## src/rtl/dram_ref_pkg.sv

```systemverilog
package dram_ref_pkg;
  typedef enum logic [1:0] {PH_PAUSE, PH_WAKE, PH_RUN} phase_e;
  typedef enum logic [1:0] {CY_IDLE, CY_CAS_LEAD, CY_RAS_LOW, CY_PRECHG} cyc_e;
endpackage

```

## src/rtl/ref_interval_timer.sv

```systemverilog
module ref_interval_timer #(
  parameter int unsigned INTERVAL = 1562
) (
  input  logic clk_i,
  input  logic rst_ni,
  input  logic en_i,
  output logic tick_o
);
  localparam int unsigned CW = (INTERVAL > 1) ? $clog2(INTERVAL) : 1;
  localparam logic [CW-1:0] LAST = CW'(INTERVAL - 1);

  logic [CW-1:0] cnt_q;

  assign tick_o = en_i && (cnt_q == LAST);

  always_ff @(posedge clk_i or negedge rst_ni) begin
    if (!rst_ni)      cnt_q <= '0;
    else if (!en_i)   cnt_q <= '0;
    else if (tick_o)  cnt_q <= '0;
    else              cnt_q <= cnt_q + 1'b1;
  end
endmodule

```

## src/rtl/ref_backlog.sv

```systemverilog
module ref_backlog #(
  parameter int unsigned MAX_BACKLOG = 8
) (
  input  logic clk_i,
  input  logic rst_ni,
  input  logic clr_i,
  input  logic inc_i,
  input  logic dec_i,
  output logic pending_o,
  output logic ovf_o
);
  localparam int unsigned BW = $clog2(MAX_BACKLOG + 1);
  localparam logic [BW-1:0] EDGE = BW'(MAX_BACKLOG - 1);

  logic [BW-1:0] cnt_q;

  assign pending_o = (cnt_q != '0);
  assign ovf_o     = inc_i && !dec_i && (cnt_q == EDGE);

  always_ff @(posedge clk_i or negedge rst_ni) begin
    if (!rst_ni)                cnt_q <= '0;
    else if (clr_i || ovf_o)    cnt_q <= '0;
    else if (inc_i && !dec_i)   cnt_q <= cnt_q + 1'b1;
    else if (dec_i && !inc_i)   cnt_q <= cnt_q - 1'b1;
  end
endmodule

```

## src/rtl/cbr_cycle_gen.sv

```systemverilog
module cbr_cycle_gen
  import dram_ref_pkg::*;
#(
  parameter int unsigned T_CSR = 1,
  parameter int unsigned T_CHR = 1,
  parameter int unsigned T_RAS = 4,
  parameter int unsigned T_RP  = 3
) (
  input  logic clk_i,
  input  logic rst_ni,
  input  logic start_i,
  output logic busy_o,
  output logic done_o,
  output logic ras_n_o,
  output logic cas_n_o
);
  localparam int unsigned M1    = (T_CSR > T_CHR) ? T_CSR : T_CHR;
  localparam int unsigned M2    = (T_RAS > T_RP) ? T_RAS : T_RP;
  localparam int unsigned T_MAX = (M1 > M2) ? M1 : M2;
  localparam int unsigned CW    = $clog2(T_MAX + 1);
  localparam logic [CW-1:0] CSR_END = CW'(T_CSR - 1);
  localparam logic [CW-1:0] RAS_END = CW'(T_RAS - 1);
  localparam logic [CW-1:0] RP_END  = CW'(T_RP - 1);
  localparam logic [CW-1:0] CHR_LIM = CW'(T_CHR);

  cyc_e          st_q;
  logic [CW-1:0] cnt_q;

  always_ff @(posedge clk_i or negedge rst_ni) begin
    if (!rst_ni) begin
      st_q  <= CY_IDLE;
      cnt_q <= '0;
    end else begin
      unique case (st_q)
        CY_IDLE: begin
          cnt_q <= '0;
          if (start_i) st_q <= CY_CAS_LEAD;
        end
        CY_CAS_LEAD: begin
          if (cnt_q == CSR_END) begin
            st_q  <= CY_RAS_LOW;
            cnt_q <= '0;
          end else cnt_q <= cnt_q + 1'b1;
        end
        CY_RAS_LOW: begin
          if (cnt_q == RAS_END) begin
            st_q  <= CY_PRECHG;
            cnt_q <= '0;
          end else cnt_q <= cnt_q + 1'b1;
        end
        CY_PRECHG: begin
          if (cnt_q == RP_END) begin
            st_q  <= CY_IDLE;
            cnt_q <= '0;
          end else cnt_q <= cnt_q + 1'b1;
        end
        default: begin
          st_q  <= CY_IDLE;
          cnt_q <= '0;
        end
      endcase
    end
  end

  assign busy_o  = (st_q != CY_IDLE);
  assign done_o  = (st_q == CY_PRECHG) && (cnt_q == RP_END);
  assign ras_n_o = (st_q != CY_RAS_LOW);
  // column strobe leads the row strobe, then holds T_CHR cycles into it
  assign cas_n_o = !((st_q == CY_CAS_LEAD) ||
                     ((st_q == CY_RAS_LOW) && (cnt_q < CHR_LIM)));
endmodule

```

## src/rtl/dram_refresh_seq.sv

```systemverilog
module dram_refresh_seq
  import dram_ref_pkg::*;
#(
  parameter int unsigned PAUSE_CYC    = 20000,
  parameter int unsigned WAKE_CNT     = 8,
  parameter int unsigned REF_INTERVAL = 1562,
  parameter int unsigned T_CSR        = 1,
  parameter int unsigned T_CHR        = 1,
  parameter int unsigned T_RAS        = 4,
  parameter int unsigned T_RP         = 3,
  parameter int unsigned MAX_BACKLOG  = 8
) (
  input  logic clk_i,
  input  logic rst_ni,
  output logic ref_req_o,
  input  logic ref_gnt_i,
  output logic ready_o,
  output logic ovf_err_o,
  output logic ras_n_o,
  output logic lcas_n_o,
  output logic ucas_n_o
);
  localparam int unsigned PW = $clog2(PAUSE_CYC + 1);
  localparam int unsigned WW = $clog2(WAKE_CNT + 1);
  localparam logic [PW-1:0] PAUSE_END = PW'(PAUSE_CYC - 1);
  localparam logic [WW-1:0] WAKE_END  = WW'(WAKE_CNT - 1);

  phase_e        phase_q;
  logic [PW-1:0] pause_q;
  logic [WW-1:0] wake_q;
  logic          err_q;

  logic tick, pending, ovf, busy, done, cas_n, grant_ok, start;

  assign grant_ok = ref_req_o && ref_gnt_i;
  assign start    = ((phase_q == PH_WAKE) && !busy) || grant_ok;

  ref_interval_timer #(.INTERVAL(REF_INTERVAL)) u_timer (
    .clk_i  (clk_i),
    .rst_ni (rst_ni),
    .en_i   (phase_q == PH_RUN),
    .tick_o (tick)
  );

  ref_backlog #(.MAX_BACKLOG(MAX_BACKLOG)) u_backlog (
    .clk_i     (clk_i),
    .rst_ni    (rst_ni),
    .clr_i     (phase_q != PH_RUN),
    .inc_i     (tick),
    .dec_i     (grant_ok),
    .pending_o (pending),
    .ovf_o     (ovf)
  );

  cbr_cycle_gen #(
    .T_CSR (T_CSR),
    .T_CHR (T_CHR),
    .T_RAS (T_RAS),
    .T_RP  (T_RP)
  ) u_cycle (
    .clk_i   (clk_i),
    .rst_ni  (rst_ni),
    .start_i (start),
    .busy_o  (busy),
    .done_o  (done),
    .ras_n_o (ras_n_o),
    .cas_n_o (cas_n)
  );

  always_ff @(posedge clk_i or negedge rst_ni) begin
    if (!rst_ni) begin
      phase_q <= PH_PAUSE;
      pause_q <= '0;
      wake_q  <= '0;
      err_q   <= 1'b0;
    end else begin
      unique case (phase_q)
        PH_PAUSE: begin
          if (pause_q == PAUSE_END) phase_q <= PH_WAKE;
          else                      pause_q <= pause_q + 1'b1;
        end
        PH_WAKE: begin
          if (done) begin
            if (wake_q == WAKE_END) begin
              phase_q <= PH_RUN;
              wake_q  <= '0;
            end else wake_q <= wake_q + 1'b1;
          end
        end
        PH_RUN: begin
          // retention window at risk: flag it and re-wake the part
          if (ovf) begin
            phase_q <= PH_WAKE;
            wake_q  <= '0;
            err_q   <= 1'b1;
          end
        end
        default: phase_q <= PH_PAUSE;
      endcase
    end
  end

  assign ref_req_o = (phase_q == PH_RUN) && pending && !busy;
  assign ready_o   = (phase_q == PH_RUN);
  assign ovf_err_o = err_q;
  assign lcas_n_o  = cas_n;
  assign ucas_n_o  = cas_n;
endmodule

```

## config.mk

```make
export PLATFORM = sky130hd
export DESIGN_NAME = dram_refresh_seq
export DESIGN_NICKNAME = d
export VERILOG_FILES = /design/src/rtl/dram_ref_pkg.sv /design/src/rtl/ref_interval_timer.sv /design/src/rtl/ref_backlog.sv /design/src/rtl/cbr_cycle_gen.sv /design/src/rtl/dram_refresh_seq.sv
export SDC_FILE = /design/constraint.sdc
export NUM_CORES = 1
export LEC_CHECK = 0
export BUFFER_PORTS_ARGS = -buffer_cell sky130_fd_sc_hd__buf_2
export CORE_MARGIN = 2
export CORE_UTILIZATION = 55
export DETAILED_ROUTE_END_ITERATION = 16
export PLACE_DENSITY = 0.72
export SYNTH_ARGS = -nofsm -noshare
export SYNTH_HDL_FRONTEND = slang
export SYNTH_HIERARCHICAL = 1
export SYNTH_SLANG_ARGS = --single-unit
```

## constraint.sdc

```tcl
create_clock -name clk_i -period 6.5 [get_ports clk_i]
set_input_delay 0.65 -clock clk_i [delete_from_list [all_inputs] [get_ports clk_i]]
set_output_delay 0.65 -clock clk_i [all_outputs]
set_load 0.03 [all_outputs]
```

==> summary.txt, run 1 <==
Synthesis
  • Synth top area cells: dfrtp_1 42%, ha_1 7.9%, xor2_1 3.8%
  • EDFF count, synth: 0
  • Seq cells post-synth: 42
  • Most numerous cell in the Yosys netlist: dfrtp_1
  • Commonest cells in the netlist: 42 x dfrtp_1, 19 x nor2_1, 16 x ha_1
  • Async SR Flop Fraction: 100%
  • Synth unique cells: 65
  • Top FF cell, synth: dfrtp_1
  • Syn avg cell area: 10.4 µm²
  • Post-Synthesis Net Count: 263
  • Post-synthesis cell count: 243
  • Area fraction of the dominant cell type after synthesis: 41.7%
  • Yosys top cell by area: dfrtp_1
  • Seq/Total Area, Yosys: 41.7%
  • Cell Area, Synth: 2520 µm²
  • Synth warn: 6

Timing
  • Final hold vios: 0
  • Post-Route Setup TNS: 0 ns
  • Final period util: 52.9%
  • Post-layout worst setup margin: 3.06 ns
  • Clk_skew: 0.00654 ns
  • Unrepaired setup endpoints after global routing: false
  • Slew HR: 21.1%
  • Max Freq: 291 MHz
  • Max Slew Vio Count: 0
  • Final setup viols: 0
  • Post-route minimum period: 3.44 ns
  • Worst-margin pin slew: 1.17 ns

Floorplan
  • Boundary Pins: 9
  • Die Ht: 71.7 µm
  • Core area: 4380 µm²
  • Initial Util: 57.4%
  • Die ar.: 5140 µm²
  • Die width: 71.7 µm
  • Row count: 24

Finish
  • ANT cells: 0
  • Layout cells sized above 1: 16.3%
  • Nets: 276
  • Design area: 2730 µm²
  • Synth-to-layout area growth: 8.20%

Routing
  • Avg WL per Cell: 14.4 µm
  • Routed Antenna Nets: 0
  • Drt drc: 0
  • Vias post-DR: 1803
  • Drt initial violations: 85
  • Total wire length: 4450 µm
  • DR vias/cell: 5.83
  • Number of detailed-route iterations in the first pass: 4

Setup path
  • Reg2Reg Setup Slack: 3.06 ns
  • Crit path from: phase_q[0]
  • Critical Path Fanout Max: 12
  • Required @ worst endpoint: 6.68 ns
  • Startpoint types: flip-flop
  • CP arrival: 3.62 ns
  • Reg2reg end: wake_q[0]
  • RR Startpoint: phase_q[0]
  • Worst Setup End Kind: flip-flop
  • FF-to-FF path depth: 8
  • Setup CP Type: flip-flop to flip-flop

Pwr
  • Power, Total: 0.782 mW
  • LEAKAGE: 1.22 nW
  • Worst vdd ir: 0.191 mV
  • Pwr/cell area: 287 nW/µm²

Clocking
  • Clock root buffer: clkbuf_8
  • CTS tree: built
  • Post-CTS setup buffers: 0
  • Clk slew on worst S/H paths: 0.09 ns
  • Clk sinks: 42
  • CTS Buffer Depth: 2
  • Post-CTS Hold Buffers: 0
  • Cts repair resizes: 0
  • TritonCTS Buffers: 5
  • Clk_lat worst skew: 0.30 ns
  • H-tree depth: 2

Place
  • Placed Area: 2610 µm²
  • RePlAce Congestion: 0.781
  • Setup WS pre-CTS: 3.06 ns
  • DP HPWL: 3190 µm
  • # port buffers: 8

GRT
  • Initial antenna violation count: 0
  • Vias in the first global route: 1734
  • Total GRT Usage: 19.6%
  • First-pass GRT wire length: 7910 µm
  • Gr ovfl total: 0
  • Largest net degree at the start of global routing: 43

Job
  • Max Cap Viol: 0

Worst hold path
  • HP Class: input port to asynchronous set/reset pin

Run status
  • Outcome: finished, final reports clean
## cells by family (layout without fill, tap and decap cells)
group	count (synthesis)	count (layout)	synth area share, %
flip-flops	42	42	41.7
XOR/XNOR	18	18	6.56
AND/OR/NAND/NOR	102	102	26.2
multiplexers	3	3	1.29
AO/OA/AOI/OAI	43	43	12.6
adder cells (fa/ha/maj)	17	17	8.74
buffers and inverters	18	32	2.88
## critical path: stages (launching register included)
cell and delay [ns]:
dfrtp_1 0.51, and2b_1 0.38, inv_1 0.08, nor4_1 0.99, or2b_1 0.35, nor3_1 0.50
nand2_1 0.21, o211ai_1 0.19, o31ai_1 0.09
## state kept, by name, indices dropped and copies added, names as in the netlist
register         count
ovf_err_o            1
wake_q               4
u_backlog/cnt_q      4
u_cycle/st_q         2
phase_q              2
u_timer/cnt_q       11
u_cycle/cnt_q        3
pause_q             15
## worst max-delay path by stage
stage	slack, ns	endpoint	cells after the start
floorplan	3.24	u_backlog/cnt_q[2]	8
global placement	3.22	wake_q[0]	8
detailed placement	3.06	wake_q[0]	8
CTS	3.05	wake_q[0]	8
global route	2.62	wake_q[0]	8
finish	3.06	wake_q[0]	8
## through the flow
stage	utilization, %	cells	hold slack (ns)
after detailed placement	59.6	301	0.457
final	62.2	309	0.469
after CTS	62.2	309	0.476
after global routing	62.2	309	0.500
after floorplan	-	243	0.354
after global placement	59.6	301	0.451
## placed cells by master, fill, tap and decap left out, types with 2 or more instances in the layout
cell type,synthesis,routed
a21o_1,3,3
a21oi_1,13,13
a2bb2oi_1,2,2
a41oi_1,2,2
and2_1,2,2
and3_1,2,2
and4_4,2,2
buf_2,1,8
clkbuf_8,0,5
clkinvlp_4,0,2
dfrtp_1,42,42
ha_1,16,16
inv_1,14,14
inv_2,2,2
mux2_1,2,2
nand2_1,13,13
nand2b_1,2,2
nand3_1,8,8
nand4_1,5,5
nor2_1,19,19
nor2b_1,2,2
nor3_1,12,12
nor3b_1,3,3
nor4_1,2,2
nor4b_2,2,2
o211ai_1,2,2
o21ai_0,5,5
o21ai_2,2,2
o31ai_1,5,5
or3_1,2,2
or4_1,5,5
xnor2_1,6,6
xor2_1,11,11
## area by class of cell
type | count | area [µm²]
fillers | 387 | 1660
multi-input cells | 183 | 1400
flip-flops and latches | 42 | 1050
clock buffers | 5 | 68.8
well taps | 52 | 65.1
inverters | 16 | 60.1
clock inverters | 3 | 45.0
repair buffers | 8 | 40.0
## power by group
part | switching [mW] | internal, mW | leakage (nW) | total [mW]
logic | 0.151 | 0.107 | 0.628 | 0.258
registers | 0.0277 | 0.284 | 0.543 | 0.312
clock network | 0.0980 | 0.114 | 0.0504 | 0.212
total | 0.277 | 0.506 | 1.22 | 0.782
## routing by layer
metal	routed length (µm)	global-route usage, %
met5	0	0
met4	76	7.55
met3	123	4.78
met2	2070	30.7
met1	2190	26.4
Note: power is estimated with default switching activity, not from simulation.
==> run 2, diff against run 1 <==
--- a/config.mk
+++ b/config.mk
@@ -5,11 +5,12 @@
 export SDC_FILE = /design/constraint.sdc
 export NUM_CORES = 1
 export LEC_CHECK = 0
+export ABC_AREA = 1
 export BUFFER_PORTS_ARGS = -buffer_cell sky130_fd_sc_hd__buf_2
 export CORE_MARGIN = 2
 export CORE_UTILIZATION = 55
 export DETAILED_ROUTE_END_ITERATION = 16
-export PLACE_DENSITY = 0.72
+export PLACE_DENSITY = 0.75
 export SYNTH_ARGS = -nofsm -noshare
 export SYNTH_HDL_FRONTEND = slang
 export SYNTH_HIERARCHICAL = 1
==> constraint.sdc (replaced) <==
create_clock -name clk_i -period 2.8 [get_ports clk_i]
set_input_delay 0.28 -clock clk_i [delete_from_list [all_inputs] [get_ports clk_i]]
set_output_delay 0.28 -clock clk_i [all_outputs]
set_load 0.03 [all_outputs]
==> run 2 against run 1 <==
Net effect: routed wire length grew 12%; clock power grew 93%; largest cell class unchanged; clock skew shrank 0.0016 ns; non-clock buffer count increased by 1; worst setup slack got worse by 2.4 ns; die area rose by 9.7%; utilization fell by 0.33 points; register-to-register slack got worse by 2.4 ns.
==> summary.txt, run 2 <==
Finish
  • Synth-to-layout area growth: 6.53%
  • ANT cells: 0 (unchanged)
  • Share of the core filled with cells: 61.8% (-0.33 points)
  • Reg with most FFs: pause_q
  • Largest regs: pause_q (15), u_timer/cnt_q (11)
  • Commonest cells after routing, fill and taps aside: 119 x nand2_1, 51 x inv_1, 42 x nor2_1, 42 x dfrtp_1, 34 x nand3_1
  • Layout cells sized above 1: 11.5% (-4.8 points)
  • Max reg flops: 15 (unchanged)
  • Most common cell after layout, fill and taps aside: nand2_1
  • Layout fillers: 439 (+13%)
  • Nets: 410 (+49%)

GRT
  • Largest net degree at the start of global routing: 43 (unchanged)
  • Initial antenna violation count: 0 (unchanged)
  • Vias in the first global route: 2060 (+19%)
  • First-pass GRT wire length: 8980 µm (+13%)
  • Total GRT Usage: 20.5% (+0.92 points)
  • Gr ovfl total: 0 (unchanged)

Floorplan
  • Core area: 4790 µm² (+9.2%)
  • Row count: 25 (+4.2%)
  • Initial Util: 58.0% (+0.59 points)
  • Die width: 75.1 µm (+4.7%)
  • Die ar.: 5630 µm² (+9.7%)
  • Die Ht: 75.1 µm (+4.7%)
  • Boundary Pins: 9 (unchanged)

Setup path
  • Reg2reg end: u_backlog/cnt_q[3]
  • Critical Path Max Stage Delay: 0.41 ns (-0.58 ns)
  • RR Startpoint: u_timer/cnt_q[1]
  • Required @ worst endpoint: 3.00 ns (-3.68 ns)
  • Setup CP Type: flip-flop to flip-flop
  • Crit-path cells: inv_1 > ha_1 > nand2_1 > nor2_1 > and3_1 > nand2_2 > ha_1 > nand3_1 > inv_1 > nor2_1 > nand2_1 > nand2_1 > nand2_1 > nand2_1
  • Crit-path most repeated cell: nand2_1
  • Reg2Reg Setup Slack: 0.68 ns (-2.38 ns)
  • Critical Path Fanout Max: 5 (-7)
  • CP arrival: 2.32 ns (-1.30 ns)
  • Worst Setup End Kind: flip-flop
  • Crit path from: u_timer/cnt_q[1]
  • FF-to-FF path depth: 14 (+6)
  • Critical path's slowest cell: dfrtp_1
  • Startpoint types: flip-flop

Routing
  • Number of detailed-route iterations in the first pass: 4 (unchanged)
  • Vias post-DR: 2250 (+25%)
  • Avg WL per Cell: 10.9 µm (-24%)
  • Total wire length: 5000 µm (+12%)
  • DR vias/cell: 4.91 (-16%)
  • Routed Antenna Nets: 0 (unchanged)
  • Drt initial violations: 103 (+21%)
  • Drt drc: 0 (unchanged)

Worst hold path
  • HP Class: input port to asynchronous set/reset pin

Synthesis
  • Post-synthesis cell count: 378 (+56%)
  • Post-Synthesis Net Count: 398 (+51%)
  • Most numerous cell in the Yosys netlist: nand2_1
  • Area fraction of the dominant cell type after synthesis: 37.8% (-3.9 points)
  • Yosys top cell by area: dfrtp_1
  • Synth unique cells: 29 (-55%)
  • Commonest cells in the netlist: 119 x nand2_1, 51 x inv_1, 43 x nor2_1
  • Syn avg cell area: 7.35 µm² (-29%)
  • Seq cells post-synth: 42 (unchanged)
  • Cell Area, Synth: 2780 µm² (+10%)
  • Synth top area cells: dfrtp_1 38%, nand2_1 16%, ha_1 7.2%
  • Top FF cell, synth: dfrtp_1
  • Async SR Flop Fraction: 100% (unchanged)
  • Seq/Total Area, Yosys: 37.8% (-3.9 points)
  • Synth warn: 6 (unchanged)
  • EDFF count, synth: 0 (unchanged)

Run status
  • Outcome: finished, final reports clean

Clocking
  • Clk_lat worst skew: 0.30 ns (about the same)
  • Clk sinks: 42 (unchanged)
  • H-tree depth: 2 (unchanged)
  • CTS Buffer Depth: 2 (unchanged)
  • Cts repair resizes: 0 (unchanged)
  • Post-CTS Hold Buffers: 0 (unchanged)
  • Clock root buffer: clkbuf_8
  • Post-CTS setup buffers: 0 (unchanged)
  • TritonCTS Buffers: 5 (unchanged)
  • Clk slew on worst S/H paths: 0.08 ns (about the same)
  • CTS tree: built

Pwr
  • Net switching power: 0.223 mW (-20%)
  • Int Power: 0.806 mW (+59%)
  • Net Sw Frac: 21.6% (-14 points)
  • Comb pwr share: 1.2% (-32 points)
  • LEAKAGE: 1.50 nW (+23%)
  • Seq pwr share: 58.9% (+19 points)
  • Power, Total: 1.03 mW (+31%)
  • Worst vdd ir: 0.218 mV (+14%)
  • Pwr/cell area: 348 nW/µm² (+21%)
  • Clock network fraction of design power: 39.9% (+13 points)

Timing
  • Worst-margin pin slew: 0.930 ns (-0.242 ns)
  • Post-route minimum period: 2.12 ns (-1.32 ns)
  • Post-layout worst setup margin: 0.679 ns (-2.38 ns)
  • Final setup viols: 0 (unchanged)
  • Max Freq: 471 MHz (+62%)
  • Slew HR: 38.0% (+17 points)
  • Unrepaired setup endpoints after global routing: false
  • Max Slew Vio Count: 0 (unchanged)
  • Clk_skew: 0.00494 ns (-0.00160 ns)
  • Final period util: 75.7% (+23 points)
  • Final hold vios: 0 (unchanged)
  • Post-Route Setup TNS: 0 ns (unchanged)

Place
  • RePlAce Congestion: 0.830 (+6.3%)
  • # port buffers: 8 (unchanged)
  • DP HPWL: 3700 µm (+16%)
  • Setup WS pre-CTS: 0.684 ns (-2.38 ns)

Job
  • Max Cap Viol: 0 (unchanged)
## run 2: kinds of logic (layout without fill, tap and decap cells)
logic type / after synthesis / after routing / share of synthesized area [%]
fa+ha+maj: 17 / 17 / 7.93
buf+inv: 59 / 72 / 9.01
compound gates: 15 / 15 / 3.11
xor+xnor: 13 / 13 / 4.10
flops: 42 / 42 / 37.8
simple gates: 232 / 232 / 38.0
## run 2: final cells by class
cell class | count | area, µm² | share of cell area, %
Multi-Input combinational cell | 277 | 1480 | 50.0
Sequential cell | 42 | 1050 | 35.5
Inverter | 55 | 206 | 6.98
Clock buffer | 7 | 86.3 | 2.92
Tap cell | 67 | 83.8 | 2.83
Timing Repair Buffer | 9 | 47.5 | 1.61
Clock inverter | 1 | 5.00 | 0.169
## run 2: per-layer routing
layer,up-vias,global-route usage [%],wire [µm]
met1,1007,27.7,2400
met2,40,32.6,2290
met4,0,8.93,70
li1,1198,-,-
met5,-,0,0
met3,5,3.35,235
## run 2: worst max path at each step
stage / end / depth (start not counted)
after detailed placement: u_backlog/cnt_q[3] / 14
final: u_backlog/cnt_q[3] / 14
after floorplan: u_backlog/cnt_q[3] / 14
after global routing: u_backlog/cnt_q[3] / 14
after global placement: u_backlog/cnt_q[3] / 13
after CTS: u_backlog/cnt_q[3] / 14
## run 2: critical path, delay by kind of cell (launching register included)
family	cells	cell delay [ns]
and+or+nand+nor	10	1.01
DFF	1	0.41
buffers and inverters	2	0.13
adders and majority gates	2	0.47
## run 2: per-stage QoR
step                      cells  hold slack, ns  instance area, µm²
after floorplan             378         -0.0156                2780
after global placement      450           0.442                2870
after detailed placement    450           0.447                2870
after CTS                   458           0.158                2960
after global routing        458           0.214                2960
final                       458           0.121                2960
## run 2: power by group through the flow
| stage | combinational (mW) | clock (mW) | sequential (mW) |
|---|---|---|---|
| floorplan | 0.000000869 | 0 | 0.618 |
| global placement | 0.0138 | 0 | 0.618 |
| detailed placement | 0.0138 | 0 | 0.618 |
| CTS | 0.0138 | 0.423 | 0.606 |
| global route | 0.0156 | 0.446 | 0.606 |
| finish | 0.0125 | 0.410 | 0.606 |
==> run 3, diff against run 2 <==
--- a/config.mk
+++ b/config.mk
@@ -5,7 +5,7 @@
 export SDC_FILE = /design/constraint.sdc
 export NUM_CORES = 1
 export LEC_CHECK = 0
-export ABC_AREA = 1
+export ABC_AREA = 0
 export BUFFER_PORTS_ARGS = -buffer_cell sky130_fd_sc_hd__buf_2
 export CORE_MARGIN = 2
 export CORE_UTILIZATION = 55
==> constraint.sdc (replaced) <==
create_clock -name clk_i -period 1.8 [get_ports clk_i]
set_input_delay 0.18 -clock clk_i [delete_from_list [all_inputs] [get_ports clk_i]]
set_output_delay 0.18 -clock clk_i [all_outputs]
set_load 0.03 [all_outputs]
==> run 3 against run 2 <==
Net effect: combinational power grew to 120 times the previous value; highest routed layer unchanged; fmax down 17%; cell area increased by 7.2%; sequential cell count did not move; largest power group is now combinational logic; utilization up 11 points; critical endpoint is now u_backlog/cnt_q[2]; cell count fell by 24%; clock skew increased by 0.0020 ns; the run now ends with negative setup slack left.
==> summary.txt, run 3 (synthesis results as in run 1) <==
Run status
  • Outcome: finished with violations
  • Failing checks: negative setup slack

GRT
  • Total GRT Usage: 22.9% (+2.4 points)
  • Initial antenna violation count: 0 (unchanged)
  • Largest net degree at the start of global routing: 43 (unchanged)
  • First-pass GRT wire length: 9200 µm (+2.5%)
  • Vias in the first global route: 2032 (-1.4%)
  • Gr ovfl total: 0 (unchanged)

Finish
  • Design area: 3170 µm² (+7.2%)
  • Layout fillers: 318 (-28%)
  • Nets: 315 (-23%)
  • Layout cells sized above 1: 35.3% (+24 points)
  • Largest regs: pause_q (15), u_timer/cnt_q (11)
  • Commonest cells after routing, fill and taps aside: 42 x dfrtp_1, 37 x buf_4, 18 x nor2_1
  • Most common cell after layout, fill and taps aside: dfrtp_1
  • ANT cells: 0 (unchanged)
  • Synth-to-layout area growth: 25.9%
  • Reg with most FFs: pause_q
  • Max reg flops: 15 (unchanged)

Worst hold path
  • Hold Crit Depth: 1
  • Worst Hold Launch: ovf_err_o
  • Hold Path End: ovf_err_o
  • HP Class: flip-flop to flip-flop

Pwr
  • LEAKAGE: 1.46 nW (-2.6%)
  • Int Power: 1.99 mW (+150%)
  • Net Sw Frac: 36.7% (+15 points)
  • Net switching power: 1.15 mW (+420%)
  • Pwr/cell area: 988 nW/µm² (+180%)
  • Worst vdd ir: 0.888 mV (+310%)
  • Power, Total: 3.14 mW (+200%)
  • Clock network fraction of design power: 18.5% (-21 points)
  • Comb pwr share: 47.2% (+46 points)
  • Seq pwr share: 34.3% (-25 points)

Routing
  • Drt initial violations: 169 (+64%)
  • Number of detailed-route iterations in the first pass: 4 (unchanged)
  • Avg WL per Cell: 15.7 µm (+44%)
  • Routed Antenna Nets: 0 (unchanged)
  • Drt drc: 0 (unchanged)
  • Total wire length: 5450 µm (+9.0%)
  • DR vias/cell: 5.92 (+20%)
  • Vias post-DR: 2054 (-8.7%)

Setup path
  • Required @ worst endpoint: 1.97 ns (-1.03 ns)
  • RR Startpoint: u_backlog/cnt_q[2]
  • Setup CP Type: flip-flop to flip-flop
  • Critical Path Fanout Max: 4 (-1)
  • FF-to-FF path depth: 7 (-7)
  • Reg2Reg Setup Slack: -0.76 ns (-1.44 ns)
  • Reg2reg end: u_backlog/cnt_q[2]
  • CP arrival: 2.73 ns (+0.41 ns)
  • Startpoint types: flip-flop
  • Worst Setup End Kind: flip-flop

Place
  • # port buffers: 8 (unchanged)
  • Placed Area: 2910 µm² (+1.3%)
  • DP HPWL: 3500 µm (-5.3%)
  • RePlAce Congestion: 0.854 (+2.9%)
  • Setup WS pre-CTS: -0.686 ns (-1.37 ns)

Timing
  • Max Freq: 390 MHz (-17%)
  • Post-route minimum period: 2.56 ns (+0.442 ns)
  • Unrepaired setup endpoints after global routing: true
  • Post-layout worst setup margin: -0.763 ns (-1.44 ns)
  • Clk_skew: 0.00693 ns (+0.00199 ns)
  • Worst-margin pin slew: 0.536 ns (-0.394 ns)
  • Max Slew Vio Count: 0 (unchanged)
  • Final hold vios: 0 (unchanged)
  • Slew HR: 64.3% (+26 points)
  • Post-Route Setup TNS: -6.59 ns (-6.59 ns)
  • Final setup viols: 13 (+13)
  • Final period util: 142% (+67 points)
  • Worst hold slack: 0.461 ns (+0.341 ns)

Clocking
  • Clock root buffer: clkbuf_8
  • Clk slew on worst S/H paths: 0.08 ns (about the same)
  • Clk_lat worst skew: 0.29 ns (about the same)
  • Clk sinks: 42 (unchanged)
  • H-tree depth: 2 (unchanged)
  • CTS Buffer Depth: 2 (unchanged)
  • TritonCTS Buffers: 5 (unchanged)
  • CTS tree: built

Floorplan
  • Core area: 4380 µm² (-8.4%)
  • Row count: 24 (-4.0%)
  • Initial Util: 57.4% (-0.59 points)
  • Die ar.: 5140 µm² (-8.8%)
  • Die width: 71.7 µm (-4.5%)
  • Die Ht: 71.7 µm (-4.5%)
  • Boundary Pins: 9 (unchanged)

Job
  • Max Cap Viol: 0 (unchanged)
==> run 3: changes by cell type in the layout (fill, tap and decap cells not counted), moves of 4 or more <==
| cell | before | now |
|---|---|---|
| nand3_2 | 5 | 0 |
| xor2_1 | 7 | 11 |
| o31ai_1 | 0 | 5 |
| nor3_1 | 2 | 9 |
| buf_4 | 1 | 37 |
| nand2_2 | 9 | 2 |
| inv_1 | 51 | 14 |
| nand4_1 | 9 | 5 |
| or4_1 | 0 | 4 |
| nor2_4 | 4 | 0 |
| nand2_1 | 119 | 12 |
| nor2_1 | 42 | 18 |
| a21oi_2 | 0 | 4 |
| nand3_1 | 34 | 8 |
==> run 3: routing by layer <==
metal  routed length [µm]  share of wire, %  vias to the layer above  track usage [%]
met5                    0                 0                        -                0
met4                  154               2.8                        0             8.39
met3                  221               4.1                       16             4.36
met2                 2780                51                       65             39.0
met1                 2300                42                      982             29.1
li1                     -                 -                      991                -
==> run 3: power by group through the flow <==
stage / combinational [mW] / clock (mW) / sequential, mW
final: 1.48 / 0.579 / 1.08
after global routing: 1.60 / 0.623 / 1.09
after CTS: 1.32 / 0.594 / 1.07
after detailed placement: 1.20 / 0 / 1.09
after global placement: 1.17 / 0 / 1.09
after floorplan: 0.802 / 0 / 1.12
==> run 3: layout make-up <==
type	count	area, µm²	area share, %
multi-input combinational	183	1550	48.9
sequential	42	1050	33.1
timing repair buffer	47	367	11.6
clock buffer	5	68.8	2.17
tap	52	65.1	2.05
inverter	16	60.1	1.89
clock inverter	2	10.0	0.316
==> run 3: worst max-delay path by stage <==
stage / slack [ns] / startpoint / depth (start not counted) / endpoint
finish: -0.76 / u_backlog/cnt_q[2] / 7 / u_backlog/cnt_q[2]
global route: -0.86 / u_backlog/cnt_q[2] / 7 / u_backlog/cnt_q[2]
CTS: -0.65 / u_backlog/cnt_q[2] / 7 / u_backlog/cnt_q[2]
detailed placement: -0.69 / u_backlog/cnt_q[2] / 7 / u_backlog/cnt_q[2]
global placement: -0.64 / u_backlog/cnt_q[2] / 8 / u_backlog/cnt_q[3]
floorplan: -0.73 / phase_q[0] / 9 / u_backlog/cnt_q[3]
==> run 3: what timing repair did <==
action | in CTS | in global routing
hold buffers | 1 | 0
setup buffers | 2 | 5
resized for setup | 12 | 20
endpoints found under the hold margin | 42 | 0
endpoints found under the setup margin | 14 | 14
pin swaps | 1 | 14
==> run 3: stage by stage <==
| stage | instances | utilization (%) |
|---|---|---|
| after floorplan | 243 | - |
| after global placement | 334 | 66.3 |
| after detailed placement | 334 | 66.3 |
| after CTS | 344 | 70.1 |
| after global routing | 347 | 72.3 |
| final | 347 | 72.3 |
==> run 3: worst max-delay path, cell delays in order (launching register included) <==
cell and delay [ns]:
dfrtp_1 0.40, or4_4 0.55, nor3b_4 0.17, and2_4 0.15, or2b_4 0.28, fa_2 0.35, xnor2_1 0.15, a2111oi_2 0.38
